<file path="src/rtl/spd_pkg.sv">
// Shared types and the polarity decision rule for the sync polarity detector.
// Assumes: period lengths are given in microseconds and fit in 32 bits.
package spd_pkg;

    typedef enum logic [1:0] {
        VERDICT_NONE = 2'd0,
        VERDICT_NEG  = 2'd1,
        VERDICT_POS  = 2'd2
    } verdict_e;

    // Apply the long/short thresholds to one measured high/low pair.
    function automatic verdict_e classify(input int unsigned hi_us,
                                          input int unsigned lo_us,
                                          input int unsigned long_us,
                                          input int unsigned short_us);
        if (lo_us > long_us && hi_us < short_us)
            return VERDICT_POS;
        else if (hi_us > long_us && lo_us < short_us)
            return VERDICT_NEG;
        else
            return VERDICT_NONE;
    endfunction

endpackage

</file>
<file path="src/rtl/spd_period_meter.sv">
// Times the high and low periods of one synchronous level signal in tick units.
// On each edge it latches the period that just ended and restarts the count.
// Once both a high and a low period are known, it pulses pair_ready on every
// edge. The partial level seen right after reset is discarded.
// Assumes: level is already synchronous to clk.
module spd_period_meter #(
    parameter int CNT_W = 4
) (
    input  logic             clk,
    input  logic             rst_n,
    input  logic             tick,
    input  logic             level,
    output logic [CNT_W-1:0] hi_len,
    output logic [CNT_W-1:0] lo_len,
    output logic             pair_ready
);
    localparam logic [CNT_W-1:0] CNT_MAX = {CNT_W{1'b1}};

    logic             level_d;
    logic             seen_edge;
    logic             have_hi;
    logic             have_lo;
    logic [CNT_W-1:0] count;
    logic             edge_now;

    // Detect a change of level against the previous cycle.
    assign edge_now = (level != level_d);

    // Count ticks per level, latch on edges, flag a complete pair.
    always_ff @(posedge clk) begin
        if (!rst_n) begin
            level_d    <= 1'b0;
            seen_edge  <= 1'b0;
            have_hi    <= 1'b0;
            have_lo    <= 1'b0;
            count      <= '0;
            hi_len     <= '0;
            lo_len     <= '0;
            pair_ready <= 1'b0;
        end else begin
            level_d    <= level;
            pair_ready <= 1'b0;
            if (edge_now) begin
                count     <= tick ? CNT_W'(1) : '0;
                seen_edge <= 1'b1;
                if (seen_edge) begin
                    if (level_d) begin
                        hi_len     <= count;
                        have_hi    <= 1'b1;
                        pair_ready <= have_lo;
                    end else begin
                        lo_len     <= count;
                        have_lo    <= 1'b1;
                        pair_ready <= have_hi;
                    end
                end
            end else if (tick && count != CNT_MAX) begin
                count <= count + CNT_W'(1);
            end
        end
    end

    // once full, the counter stays full until the next edge
    assert_count_saturates_R7: assert property (@(posedge clk) disable iff (!rst_n)
        (!edge_now && count == CNT_MAX) |=> (count == CNT_MAX));

    // A count without a tick cannot advance
    assert_tick_gates_count_R9: assert property (@(posedge clk) disable iff (!rst_n)
        (!edge_now && !tick) |=> $stable(count));

endmodule

</file>
<file path="src/rtl/spd_flag_judge.sv">
// Holds one polarity flag and updates it when a complete high/low pair is ready.
// A pair that meets neither threshold rule leaves the flag unchanged.
// Assumes: hi_len/lo_len are stable in the cycle pair_ready is high.
module spd_flag_judge #(
    parameter int CNT_W   = 4,
    parameter int LONG_T  = 7,
    parameter int SHORT_T = 6
) (
    input  logic             clk,
    input  logic             rst_n,
    input  logic             pair_ready,
    input  logic [CNT_W-1:0] hi_len,
    input  logic [CNT_W-1:0] lo_len,
    output logic             flag
);
    import spd_pkg::*;

    verdict_e verdict;

    // Classify the latest pair with the shared rule.
    assign verdict = classify(32'(hi_len), 32'(lo_len), LONG_T, SHORT_T);

    // Update the flag on a positive or negative verdict, otherwise hold it.
    always_ff @(posedge clk) begin
        if (!rst_n) begin
            flag <= 1'b0;
        end else if (pair_ready) begin
            case (verdict)
                VERDICT_POS: flag <= 1'b1;
                VERDICT_NEG: flag <= 1'b0;
                default:     flag <= flag;
            endcase
        end
    end

    // without a new pair the flag does not move
    assert_flag_hold_R5: assert property (@(posedge clk) disable iff (!rst_n)
        !pair_ready |=> $stable(flag));

    // R2 (and R4 on the vertical instance): long low + short high gives 1
    assert_pos_rule_R2: assert property (@(posedge clk) disable iff (!rst_n)
        (pair_ready && 32'(lo_len) > LONG_T && 32'(hi_len) < SHORT_T) |=> flag);

    // R1 (and R3 on the vertical instance): long high + short low gives 0
    assert_neg_rule_R1: assert property (@(posedge clk) disable iff (!rst_n)
        (pair_ready && 32'(hi_len) > LONG_T && 32'(lo_len) < SHORT_T) |=> !flag);

endmodule

</file>
<file path="src/rtl/sync_polarity_detector.sv">
// Top level: one period meter and one flag judge per sync input. In composite
// mode the horizontal flag shows the vertical result.
// Assumes: hsync_in/vsync_in are synchronous to clk; us_tick pulses once per µs.
module sync_polarity_detector #(
    parameter int H_LONG_US  = 7,
    parameter int H_SHORT_US = 6,
    parameter int V_LONG_US  = 4000,
    parameter int V_SHORT_US = 2000
) (
    input  logic clk,
    input  logic rst_n,
    input  logic us_tick,
    input  logic hsync_in,
    input  logic vsync_in,
    input  logic composite_mode,
    output logic hpol_flag,
    output logic vpol_flag
);
    localparam int H_CNT_W = $clog2(H_LONG_US + 1) + 1;
    localparam int V_CNT_W = $clog2(V_LONG_US + 1) + 1;

    logic [H_CNT_W-1:0] h_hi, h_lo;
    logic [V_CNT_W-1:0] v_hi, v_lo;
    logic               h_ready, v_ready;
    logic               h_flag;

    spd_period_meter #(.CNT_W(H_CNT_W)) u_h_meter (
        .clk(clk), .rst_n(rst_n), .tick(us_tick), .level(hsync_in),
        .hi_len(h_hi), .lo_len(h_lo), .pair_ready(h_ready)
    );

    spd_flag_judge #(.CNT_W(H_CNT_W), .LONG_T(H_LONG_US), .SHORT_T(H_SHORT_US)) u_h_judge (
        .clk(clk), .rst_n(rst_n), .pair_ready(h_ready),
        .hi_len(h_hi), .lo_len(h_lo), .flag(h_flag)
    );

    spd_period_meter #(.CNT_W(V_CNT_W)) u_v_meter (
        .clk(clk), .rst_n(rst_n), .tick(us_tick), .level(vsync_in),
        .hi_len(v_hi), .lo_len(v_lo), .pair_ready(v_ready)
    );

    spd_flag_judge #(.CNT_W(V_CNT_W), .LONG_T(V_LONG_US), .SHORT_T(V_SHORT_US)) u_v_judge (
        .clk(clk), .rst_n(rst_n), .pair_ready(v_ready),
        .hi_len(v_hi), .lo_len(v_lo), .flag(vpol_flag)
    );

    // Select what the horizontal flag reports.
    assign hpol_flag = composite_mode ? vpol_flag : h_flag;

    // a cycle in reset leaves both flags at 0
    assert_reset_clears_R8: assert property (@(posedge clk)
        !rst_n |=> (!hpol_flag && !vpol_flag));

    // the horizontal result ignores vertical activity when not composite
    assert_h_independent_R6: assert property (@(posedge clk) disable iff (!rst_n)
        (!composite_mode && !h_ready) |=> (composite_mode || $stable(hpol_flag)));

endmodule

</file>
<file path="config.mk">
export PLATFORM = sky130hd
export DESIGN_NAME = sync_polarity_detector
export DESIGN_NICKNAME = d
export VERILOG_FILES = /design/src/rtl/spd_pkg.sv /design/src/rtl/spd_period_meter.sv /design/src/rtl/spd_flag_judge.sv /design/src/rtl/sync_polarity_detector.sv
export SDC_FILE = /design/constraint.sdc
export NUM_CORES = 1
export LEC_CHECK = 0
export CORE_MARGIN = 2
export CORE_UTILIZATION = 40
export CTS_CLUSTER_SIZE = 20
export DETAILED_ROUTE_END_ITERATION = 10
export SLEW_MARGIN = 20
export SYNTH_ARGS = -nofsm -noshare
export SYNTH_HDL_FRONTEND = slang
export SYNTH_SLANG_ARGS = --single-unit
</file>
<file path="constraint.sdc">
create_clock -name clk -period 2.3 [get_ports clk]
set_clock_uncertainty 0.05 [all_clocks]
set_input_delay 0.46 -clock clk [delete_from_list [all_inputs] [get_ports clk]]
set_output_delay 0.46 -clock clk [all_outputs]
set_load 0.01 [all_outputs]
</file>
==> implementation parameters <==
Parameter                              Value

Global routing
  Antenna violations before repair ... 0
  GR Util All Layers ... 16.94%
  GRT met2 Usage ... 24.19%
  Met1 Track Usage GR ... 23.48%
  Met3 GRT Util ... 3.540%
  Most utilized layer in the global route result ... met2
  First-pass GRT wire length ... 9473 um
  Congestion Overflow GR ... 0
  Maximum number of pins on one net before global-route repair ... 21
  Via count of the first global-routing pass ... 1980

Die
  Die Y-Extent ... 84.53 um
  Number of placed I/O pins ... 8
  Initial standard-cell utilization of the core ... 41.08%
  Overall die width ... 84.53 um
  Core Box Area ... 6314 um2
  Std cell rows ... 29
  Overall die area ... 7144 um2

Power and ir drop
  Worst vdd rail ir drop ... 391.2 uV
  Leakage power total ... 1.073 nW
  Power density relative to cell area ... 797.5 nW/um2

Synth
  Most used flip-flop cell after synthesis ... sky130_fd_sc_hd__dfxtp_1
  Synth Instances ... 300
  Post-Synth Adder-Cell Area ... 1.930%
  Post-Synthesis Mean Instance Area ... 8.646 um2
  Number of synthesis warnings ... 0
  Yosys reg bits ... 61
  Number of synthesized flops with an enable pin ... 0
  Largest family of logic cells by synthesized area ... simple AND/OR/NAND/NOR gates
  Mux share of post-synthesis cell area ... 2.750%
  Synthesized-area fraction occupied by and/or/nand/nor cells ... 24.07%
  Sequential area share after synthesis ... 47.08%
  Synth cell types ... 43
  Synth Cell Area ... 2594 um2
  Post-synthesis compound-gate area fraction ... 20.21%
  Async S/R FF share, synth ... 0%
  Parity-gate share of the synthesized area counting xor and xnor cells ... 0%
  Post-synth net total ... 310

Drt
  Detail-routed net length per standard cell ... 13.79 um
  Vias per std cell ... 5.218
  Overall routed net length ... 5504 um
  Number of nets with antenna violations after detailed routing ... 0
  Residual DRC count ... 0
  Via total after detailed routing ... 2082
  First DRT Iteration DRCs ... 90
  First drt pass iteration count ... 5

STA
  Slew at the pin closest to its max-slew limit ... 0.4839 ns
  Final hold violation count ... 0
  Max Clock Freq ... 450.4 MHz
  Fraction of the cycle the final worst path needs ... 96.54%
  Final max-slew violation count ... 0
  Count of final setup violators ... 0
  RSZ-0062 raised after global routing ... false
  Clock period minus final worst setup slack ... 2.220 ns
  Normalized max-slew margin ... 67.66%
  Setup total negative slack ... 0 ns

Clocking
  Clock tree from TritonCTS ... done
  Clock transition at the registers of the reported paths ... 0.07 ns
  Clk root buf ... sky130_fd_sc_hd__clkbuf_8
  Total CTS buffers ... 9
  Count of H-tree levels built during CTS ... 3
  Clock sink count ... 61
  Clock latency at the later pin of the worst-skew pair ... 0.33 ns
  Maximum clock path buffer count ... 2
  Post-cts sizing count ... 0
  CTS Hold Bufs ... 0
  Number of buffers added for setup after CTS ... 0

Cells and area
  Final antenna diode count ... 0
  Fraction of layout instances using a drive strength above 1 ... 10.87%
  Fin nets ... 327
  Final design utilization ... 48.43%
  Area growth from synthesis to final layout ... 17.90%

Worst setup path
  Kind of critical path ... in2out
  Critical Path RT ... 1.79 ns
  Setup slack on the worst flop-to-flop path ... 0.50 ns
  Capturing instance or port of the critical path ... hpol_flag
  RR Startpoint ... u_v_meter.count[6]
  Launching element of the worst setup path ... composite_mode
  Critical Path AT ... 1.71 ns
  Worst reg2reg path endpoint ... u_v_meter.count[10]
  Critical Path Start Type ... input pin
  Kind of end point of the critical path ... primary output
  Crit path max fanout ... 1
  Cells on worst reg2reg path ... 4

Min path
  Class of the tightest hold or removal check ... reg2reg

Job
  Max Cap Violations ... 0

Placed design
  HPWL after detailed placement ... 3886 um
  Routability cong. ... 0.8124
  Number of input and output port buffers inserted ... 7

Status
  Outcome ... finished clean
==> state kept, by name, indices dropped and copies added (netlist names), 3 cells and up <==
signal and cells:
u_h_meter.count 4, u_h_meter.hi_len 3, u_v_meter.lo_len 13, u_v_meter.hi_len 13, u_h_meter.lo_len 3, u_v_meter.count 13
==> per-layer routing <==
| layer | vias to the layer above | routed length [um] |
|---|---|---|
| met5 | - | 0 |
| met4 | 0 | 125 |
| met3 | 8 | 202 |
| met2 | 24 | 2290 |
| met1 | 956 | 2886 |
| li1 | 1094 | - |
==> power by group <==
group,internal (mW),switching [mW],total [mW]
Clock,0.825,0.413,1.24
Combinational,0.0516,0.0667,0.118
Sequential,1.07,0.0111,1.08
==> worst min-delay path by stage <==
stage                                   start                  end  cells after the start
after CTS                 u_v_meter.lo_len[1]  u_v_meter.lo_len[1]                      2
after global routing      u_v_meter.lo_len[2]  u_v_meter.lo_len[2]                      2
final                     u_v_meter.lo_len[3]  u_v_meter.lo_len[3]                      2
after floorplan             u_h_meter.have_hi    u_h_meter.have_hi                      2
after detailed placement  u_v_meter.lo_len[1]  u_v_meter.lo_len[1]                      2
after global placement      u_h_meter.have_hi    u_h_meter.have_hi                      2
==> synth_stat cells, types with 2 or more instances <==
cell type	n	area share, %
sky130_fd_sc_hd__and3_1	3	0.72
sky130_fd_sc_hd__a21oi_1	17	3.3
sky130_fd_sc_hd__or3_1	10	2.4
sky130_fd_sc_hd__o21a_1	4	1.2
sky130_fd_sc_hd__nor3_1	3	0.58
sky130_fd_sc_hd__o21ai_0	11	2.1
sky130_fd_sc_hd__nor2b_1	5	1.2
sky130_fd_sc_hd__nor4b_1	2	0.68
sky130_fd_sc_hd__clkbuf_1	12	1.7
sky130_fd_sc_hd__ha_1	4	1.9
sky130_fd_sc_hd__dfxtp_1	61	47
sky130_fd_sc_hd__nor2_1	5	0.72
sky130_fd_sc_hd__o211a_1	2	0.77
sky130_fd_sc_hd__nand3_1	13	2.5
sky130_fd_sc_hd__a21boi_0	32	9.3
sky130_fd_sc_hd__nand2_1	68	9.8
sky130_fd_sc_hd__nand4_1	4	0.96
sky130_fd_sc_hd__and2_1	2	0.48
sky130_fd_sc_hd__inv_1	9	1.3
sky130_fd_sc_hd__or4_1	4	1.2
sky130_fd_sc_hd__mux2i_1	6	2.3
sky130_fd_sc_hd__o31ai_1	2	0.58
==> critical path, stage by stage <==
cell and delay (ns):
sky130_fd_sc_hd__clkdlybuf4s50_1 0.46, sky130_fd_sc_hd__mux2_2 0.32, sky130_fd_sc_hd__clkdlybuf4s50_1 0.47
==> layout by cell type, fill, tap and decap left out, types with 2 or more instances in the layout <==
cell | netlist | final
sky130_fd_sc_hd__a21boi_0 | 32 | 32
sky130_fd_sc_hd__a21oi_1 | 17 | 17
sky130_fd_sc_hd__and2_1 | 2 | 2
sky130_fd_sc_hd__and3_1 | 3 | 3
sky130_fd_sc_hd__buf_4 | 1 | 14
sky130_fd_sc_hd__bufinv_16 | 0 | 4
sky130_fd_sc_hd__clkbuf_8 | 0 | 9
sky130_fd_sc_hd__clkdlybuf4s50_1 | 0 | 7
sky130_fd_sc_hd__clkinv_2 | 0 | 2
sky130_fd_sc_hd__dfxtp_1 | 61 | 61
sky130_fd_sc_hd__ha_1 | 4 | 4
sky130_fd_sc_hd__inv_1 | 9 | 9
sky130_fd_sc_hd__mux2i_1 | 6 | 6
sky130_fd_sc_hd__nand2_1 | 68 | 68
sky130_fd_sc_hd__nand3_1 | 13 | 13
sky130_fd_sc_hd__nand4_1 | 4 | 4
sky130_fd_sc_hd__nor2_1 | 5 | 5
sky130_fd_sc_hd__nor2b_1 | 5 | 5
sky130_fd_sc_hd__nor3_1 | 3 | 3
sky130_fd_sc_hd__nor4b_1 | 2 | 2
sky130_fd_sc_hd__o211a_1 | 2 | 2
sky130_fd_sc_hd__o21a_1 | 4 | 4
sky130_fd_sc_hd__o21ai_0 | 11 | 11
sky130_fd_sc_hd__o31ai_1 | 2 | 2
sky130_fd_sc_hd__or3_1 | 10 | 10
sky130_fd_sc_hd__or4_1 | 4 | 4
==> area by class of cell <==
type                            count  area (um2)
Clock buffer                        9       123.9
Clock inverter                      7       137.6
Fill cell                         640        3256
Inverter                            9       33.78
Multi-Input combinational cell    215        1270
Sequential cell                    61        1221
Tap cell                           77       96.34
Timing Repair Buffer               21       175.2
==> cells by family (layout without fill, tap and decap cells) <==
| family | count (synthesis) | count (layout) |
|---|---|---|
| fa+ha+maj | 4 | 4 |
| buf+inv | 24 | 46 |
| flops | 61 | 61 |
| compound gates | 76 | 76 |
| simple gates | 128 | 128 |
| mux | 7 | 7 |
==> per-stage QoR <==
stage          hold WS, ns  setup slack [ns]  cell area (um2)  cells  power, mW
2_1_floorplan       0.3844            0.4836             2594    300      1.178
3_3_place_gp        0.3993           0.07592             2796    383      1.223
3_5_place_dp        0.4044           0.07014             2796    383      1.224
4_1_cts             0.4148           0.07379             3058    399      2.469
5_1_grt             0.4283           0.05311             3058    399      2.535
6_report            0.4124           0.07955             3058    399      2.439
(Power assumes the default switching activity.)
